$ cat src/rtl/btu_pkg.sv
package btu_pkg;
  typedef enum logic [2:0] {
    BT_DIRECT = 3'd0,
    BT_REL    = 3'd1,
    BT_IND    = 3'd2,
    BT_FAR    = 3'd3,
    BT_TRAP   = 3'd4
  } bt_mode_e;

  typedef enum logic {
    ST_IDLE = 1'b0,
    ST_WAIT = 1'b1
  } bt_state_e;
endpackage

$ cat src/rtl/btu_target_calc.sv
module btu_target_calc #(
  parameter int IP_W       = 16,
  parameter int SEG_W      = 8,
  parameter int DISP_W     = 8,
  parameter int IDX_W      = 4,
  parameter int TRAP_W     = 7,
  parameter int TRAP_SHIFT = 2
) (
  input  logic [2:0]        mode,
  input  logic [IP_W-1:0]   cur_ip,
  input  logic [SEG_W-1:0]  cur_csp,
  input  logic [IP_W-1:0]   addr,
  input  logic [DISP_W-1:0] disp,
  input  logic [IDX_W-1:0]  idx,
  input  logic [SEG_W-1:0]  seg,
  input  logic [TRAP_W-1:0] trap,
  input  logic [IP_W-1:0]   ctx,
  output logic [IP_W-1:0]   nxt_ip,
  output logic [SEG_W-1:0]  nxt_csp,
  output logic [IP_W-1:0]   ind_addr,
  output logic              is_direct,
  output logic              is_ind
);
  import btu_pkg::*;

  localparam int DEXT = IP_W - DISP_W;
  localparam int IEXT = IP_W - IDX_W;
  localparam int TEXT = IP_W - TRAP_W;

  logic [IP_W-1:0] disp_sx;
  logic [IP_W-1:0] rel_off;
  logic [IP_W-1:0] aligned_addr;
  logic [IP_W-1:0] trap_vec;

  always_comb begin
    disp_sx      = {{DEXT{disp[DISP_W-1]}}, disp};
    // negative displacements get one extra word before scaling
    rel_off      = (disp_sx << 1) + (disp[DISP_W-1] ? IP_W'(2) : IP_W'(0));
    aligned_addr = {addr[IP_W-1:1], 1'b0};
    trap_vec     = {{TEXT{1'b0}}, trap} << TRAP_SHIFT;
    ind_addr     = ctx + ({{IEXT{1'b0}}, idx} << 1);

    nxt_ip    = cur_ip;
    nxt_csp   = cur_csp;
    is_direct = 1'b0;
    is_ind    = 1'b0;
    case (mode)
      BT_DIRECT: begin nxt_ip = aligned_addr;    is_direct = 1'b1; end
      BT_REL:    begin nxt_ip = cur_ip + rel_off; is_direct = 1'b1; end
      BT_IND:    begin is_ind = 1'b1; end
      BT_FAR:    begin nxt_ip = aligned_addr; nxt_csp = seg; is_direct = 1'b1; end
      BT_TRAP:   begin nxt_ip = trap_vec; nxt_csp = '0; is_direct = 1'b1; end
      default:   begin end
    endcase
  end
endmodule

$ cat src/rtl/btu_ctrl.sv
module btu_ctrl (
  input  logic clk,
  input  logic rst_n,
  input  logic start,
  input  logic is_direct,
  input  logic is_ind,
  input  logic rd_valid,
  output logic load_direct,
  output logic load_ind,
  output logic launch_ind,
  output logic rd_req,
  output logic done
);
  import btu_pkg::*;

  bt_state_e state_q, state_d;
  logic      done_q, done_d;

  always_comb begin
    load_direct = (state_q == ST_IDLE) && start && is_direct;
    launch_ind  = (state_q == ST_IDLE) && start && is_ind;
    load_ind    = (state_q == ST_WAIT) && rd_valid;
    done_d      = load_direct || load_ind;
    state_d     = state_q;
    if (launch_ind)    state_d = ST_WAIT;
    else if (load_ind) state_d = ST_IDLE;
  end

  always_ff @(posedge clk or negedge rst_n) begin
    if (!rst_n) begin
      state_q <= ST_IDLE;
      done_q  <= 1'b0;
    end else begin
      state_q <= state_d;
      done_q  <= done_d;
    end
  end

  assign rd_req = (state_q == ST_WAIT);
  assign done   = done_q;
endmodule

$ cat src/rtl/btu_ptr_regs.sv
module btu_ptr_regs #(
  parameter int IP_W  = 16,
  parameter int SEG_W = 8
) (
  input  logic             clk,
  input  logic             rst_n,
  input  logic             ip_en,
  input  logic [IP_W-1:0]  ip_d,
  input  logic             csp_en,
  input  logic [SEG_W-1:0] csp_d,
  input  logic             addr_en,
  input  logic [IP_W-1:0]  addr_d,
  output logic [IP_W-1:0]  ip_q,
  output logic [SEG_W-1:0] csp_q,
  output logic [IP_W-1:0]  addr_q
);
  always_ff @(posedge clk or negedge rst_n) begin
    if (!rst_n) begin
      ip_q   <= '0;
      csp_q  <= '0;
      addr_q <= '0;
    end else begin
      if (ip_en)   ip_q   <= ip_d;
      if (csp_en)  csp_q  <= csp_d;
      if (addr_en) addr_q <= addr_d;
    end
  end
endmodule

$ cat src/rtl/branch_target_unit.sv
module branch_target_unit #(
  parameter int IP_W       = 16,
  parameter int SEG_W      = 8,
  parameter int DISP_W     = 8,
  parameter int IDX_W      = 4,
  parameter int TRAP_W     = 7,
  parameter int TRAP_SHIFT = 2
) (
  input  logic              clk,
  input  logic              rst_n,
  input  logic              start_i,
  input  logic [2:0]        mode_i,
  input  logic [IP_W-1:0]   addr_i,
  input  logic [DISP_W-1:0] disp_i,
  input  logic [IDX_W-1:0]  reg_idx_i,
  input  logic [SEG_W-1:0]  seg_i,
  input  logic [TRAP_W-1:0] trap_i,
  input  logic [IP_W-1:0]   ctx_ptr_i,
  output logic              rd_req_o,
  output logic [IP_W-1:0]   rd_addr_o,
  input  logic              rd_valid_i,
  input  logic [IP_W-1:0]   rd_data_i,
  output logic [IP_W-1:0]   ip_o,
  output logic [SEG_W-1:0]  csp_o,
  output logic              done_o
);
  logic [IP_W-1:0]  nxt_ip, ind_addr, ip_d;
  logic [SEG_W-1:0] nxt_csp;
  logic             is_direct, is_ind;
  logic             load_direct, load_ind, launch_ind;

  btu_target_calc #(
    .IP_W(IP_W), .SEG_W(SEG_W), .DISP_W(DISP_W),
    .IDX_W(IDX_W), .TRAP_W(TRAP_W), .TRAP_SHIFT(TRAP_SHIFT)
  ) u_calc (
    .mode(mode_i), .cur_ip(ip_o), .cur_csp(csp_o), .addr(addr_i),
    .disp(disp_i), .idx(reg_idx_i), .seg(seg_i), .trap(trap_i),
    .ctx(ctx_ptr_i), .nxt_ip(nxt_ip), .nxt_csp(nxt_csp),
    .ind_addr(ind_addr), .is_direct(is_direct), .is_ind(is_ind)
  );

  btu_ctrl u_ctrl (
    .clk(clk), .rst_n(rst_n), .start(start_i), .is_direct(is_direct),
    .is_ind(is_ind), .rd_valid(rd_valid_i), .load_direct(load_direct),
    .load_ind(load_ind), .launch_ind(launch_ind), .rd_req(rd_req_o),
    .done(done_o)
  );

  assign ip_d = load_ind ? rd_data_i : nxt_ip;

  btu_ptr_regs #(.IP_W(IP_W), .SEG_W(SEG_W)) u_regs (
    .clk(clk), .rst_n(rst_n),
    .ip_en(load_direct || load_ind), .ip_d(ip_d),
    .csp_en(load_direct), .csp_d(nxt_csp),
    .addr_en(launch_ind), .addr_d(ind_addr),
    .ip_q(ip_o), .csp_q(csp_o), .addr_q(rd_addr_o)
  );
endmodule

$ cat config.mk
export PLATFORM = sky130hd
export DESIGN_NAME = branch_target_unit
export DESIGN_NICKNAME = d
export VERILOG_FILES = /design/src/rtl/btu_pkg.sv /design/src/rtl/btu_target_calc.sv /design/src/rtl/btu_ctrl.sv /design/src/rtl/btu_ptr_regs.sv /design/src/rtl/branch_target_unit.sv
export SDC_FILE = /design/constraint.sdc
export NUM_CORES = 1
export LEC_CHECK = 0
export ABC_CLOCK_PERIOD_IN_PS = 3250
export CAP_MARGIN = 5
export CORE_MARGIN = 2
export CORE_UTILIZATION = 44
export DETAILED_ROUTE_END_ITERATION = 10
export PLACE_DENSITY = 0.9
export SETUP_SLACK_MARGIN = 0.4
export SLEW_MARGIN = 10
export SYNTH_ARGS = -nofsm -noshare
export SYNTH_HDL_FRONTEND = slang
export SYNTH_SLANG_ARGS = --single-unit
$ cat constraint.sdc
create_clock -name clk -period 3.25 [get_ports clk]
set_clock_uncertainty 0.05 [all_clocks]
set_input_delay 0.975 -clock clk [delete_from_list [all_inputs] [get_ports clk]]
set_output_delay 0.975 -clock clk [all_outputs]
set_load 0.02 [all_outputs]
==> flow_metrics.env <==
export IMPL_cp_data_arrival_time_ns=2.97
export IMPL_end_kind="register"
export IMPL_setup_viol=0
export IMPL_drive_gt1_share_pct=17.6
export IMPL_drt_initial_drc_count=199
export IMPL_highest_layer="met4"
export IMPL_drt_met1_wl_um=4040
export IMPL_num_vias=3432
export IMPL_syn_area_um2=3140
export IMPL_pin_count=124
export IMPL_dp_hpwl_um=7560
export IMPL_syn_inst=369
export IMPL_fill_cells=490
export IMPL_seq_area_frac_synth_pct=33.5
export IMPL_leakage_nw=2.12
export IMPL_first_global_vias=3451
export IMPL_wl_um=10100
export IMPL_cp_cell_sequence="buf_6, buf_6, ha_1, ha_1, buf_4, o21a_1, nor2_2, a21oi_4, a21oi_2, nor4b_2, a211o_1"
export IMPL_clockRootBuffer="clkbuf_8"
export IMPL_required_ns=3.40
export IMPL_numClockSinks=42
export IMPL_cp_slowest_cell="ha_1"
export IMPL_synth_async_reset_ratio_pct=100
export IMPL_fmax_mhz=355
export IMPL_finalNetCount=636
export IMPL_max_clock_path_buffers=2
export IMPL_cts_buffers=5
export IMPL_die_w_um=88.5
export IMPL_routed_via_density=5.55
export IMPL_start_util_pct=46.0
export IMPL_h_tree_depth=2
export IMPL_rsz0062_at_grt="yes"
export IMPL_clk_pin_slew_worst_paths_ns=0.09
export IMPL_synth_ff_type="dfrtp_1"
export IMPL_worstSetupStartpointType="input pin"
export IMPL_placed_cells=606
export IMPL_grt_max_degree=43
export IMPL_post_place_ws_ns=-0.276
export IMPL_yosys_area_top_type="dfrtp_1"
export IMPL_synth_seq_cells=42
export IMPL_wl_met3_um=898
export IMPL_r2r_slack_ns=0.78
export IMPL_crit_fanout=7
export IMPL_final_cells=618
export IMPL_yosys_warnings=0
export IMPL_fin_crit_sh_pct=86.6
export IMPL_io_buffers=122
export IMPL_dr_wl_met2_um=4890
export IMPL_period_needed_ns=2.82
export IMPL_grt_pass1_wl_um=15600
export IMPL_gp_congestion=0.978
export IMPL_num_rows=30
export IMPL_yosysTopAreaCellShare_pct=33.5
export IMPL_clk_latency_ns=0.31
export IMPL_ir_worst_vdd_v=0.000396
export IMPL_synth_cell_types=51
export IMPL_cpPeakStageDelay_ns=0.32
export IMPL_syn_num_nets=484
export IMPL_tightest_slew_ns=1.01
export IMPL_min_path_type="register to register"
export IMPL_areaGrowthSynthToFinish_pct=59.7
export IMPL_drc=0
export IMPL_layout_setup_ws_ns=0.434
export IMPL_power_density_nw_per_um2=706
export IMPL_cts_tree="yes"
export IMPL_grt_overflow=0
export IMPL_ys_top_cells_by_area="dfrtp_1 (33%), ha_1 (12%), nand2_1 (7.2%)"
export IMPL_maxSlewHeadroom_pct=32.3
export IMPL_n_antenna_cell=0
export IMPL_outcome="finished, final reports clean"
export IMPL_antenna_left=0
export IMPL_wire_per_inst_um=16.3
export IMPL_die_y_um=88.5
export IMPL_track_usage_pct=25.9
export IMPL_synth_edff_count=0
export IMPL_crit_type="input pin to register"
export IMPL_avgSynthCellArea_um2=8.51
export IMPL_core_um2=6830
export IMPL_maxCapViolCount=0
export IMPL_drt_first_pass_iters=5
export IMPL_hold_violations=0
export IMPL_slew_violations=0
export IMPL_antenna_found_initial=0
export IMPL_dieArea_um2=7830
-- placed cells by master, fill, tap and decap left out, drive strengths merged, types with 3 or more instances in the layout --
cell type      synthesis  routed
a221oi                 4       4
xor2                  12      12
o21a                   3       3
nor3                   4       4
buf                    6      43
clkbuf                10       6
o21ai                 40      40
a211oi                 7       7
nor2                  27      27
dlygate4sd2            0       4
dfrtp                 42      42
nand3                  3       3
o211ai                 4       4
ha                    30      30
a21oi                 29      29
o22ai                 14      14
nand2                 60      60
nor2b                  5       5
clkdlybuf4s50          0     113
fa                     3       3
a21o                   6       6
nand4                  3       3
xnor2                 13      13
and2                   4       4
inv                   12      12
-- state kept, by name (all words and copies together), names as in the netlist --
name,cells
u_regs.addr_q,16
u_ctrl.rd_req,1
u_ctrl.done,1
u_regs.ip_q,16
u_regs.csp_q,8
-- kinds of logic (layout without fill, tap and decap cells) --
logic type | after synthesis | count (layout) | share of synthesized area (%)
compound gates | 120 | 120 | 23.5
xor+xnor | 25 | 25 | 7.21
fa+ha+maj | 33 | 33 | 13.9
buf+inv | 28 | 181 | 3.71
flops | 42 | 42 | 33.5
mux | 4 | 4 | 1.36
simple gates | 117 | 117 | 16.9
-- Yosys cell counts, drive strengths merged (6+ instances only) --
master and number:
dfrtp 42, a21oi 29, a211oi 7, ha 30, inv 12, nand2 60
nor2 27, buf 6, o22ai 14, o21ai 40, a21o 6, clkbuf 10
xnor2 13, xor2 12
-- path summary, 6_finish.rpt --
kind                                     end  cells past startpoint             from
setup / recovery             u_regs.ip_q[12]                     11        disp_i[7]
hold / removal               u_regs.csp_q[4]                      2  u_regs.csp_q[4]
setup reg to reg             u_regs.ip_q[12]                     11   u_regs.ip_q[1]
hold reg to reg              u_regs.csp_q[4]                      2  u_regs.csp_q[4]
max in group asynchronous    u_regs.ip_q[15]                      1            rst_n
min in group asynchronous  u_regs.addr_q[14]                      1            rst_n
-- area by class of cell --
cell class | instances | area (um^2) | area share, %
Clock buffer | 5 | 68.8 | 1.37
Sequential cell | 42 | 1050 | 21.0
Tap cell | 96 | 120 | 2.40
Timing Repair Buffer | 161 | 1520 | 30.3
Multi-Input combinational cell | 299 | 2180 | 43.6
Clock inverter | 3 | 21.3 | 0.424
Inverter | 12 | 47.5 | 0.949
-- report_power, final --
| part | internal, mW | leakage (nW) | switching, mW |
|---|---|---|---|
| Sequential | 0.673 | 0.514 | 0.126 |
| Clock | 0.151 | 0.0441 | 0.211 |
| Combinational | 1.23 | 1.56 | 1.15 |
| Total | 2.05 | 2.12 | 1.49 |
-- metal layers --
layer / GRT usage (%) / vias up
met5: 0 / -
met4: 12.1 / 0
met3: 7.00 / 26
met2: 43.6 / 175
met1: 30.8 / 1605
li1: - / 1626
-- metrics by stage --
step / total power [mW] / hold slack, ns / TNS, ns / cell area [um^2] / utilization, %
final: 3.54 / 0.432 / 0 / 5010 / 73.4
after global routing: 3.74 / 0.460 / 0 / 5010 / 73.4
after CTS: 3.43 / 0.439 / 0 / 4960 / 72.5
after detailed placement: 2.90 / 0.419 / -1.92 / 4720 / 69.1
after global placement: 2.80 / 0.412 / -1.30 / 4720 / 69.1
after floorplan: 2.00 / 0.532 / 0 / 3190 / -
-- worst max-delay path, delay by kind of cell --
family                   cells  cell delay [ns]
buffers and inverters        3             0.39
adder cells (fa/ha/maj)      2             0.62
AND/OR/NAND/NOR              2             0.25
AO/OA/AOI/OAI                4             0.72
-- what timing repair did --
item,in CTS,in global routing
gates resized for setup,35,16
pin swaps,22,12
hold endpoints to repair,0,0
endpoints found under the setup margin,16,13
cloned,0,0
buffers inserted,2,2
hold buffers,0,0
No activity file was read; power rests on OpenSTA's default activity.
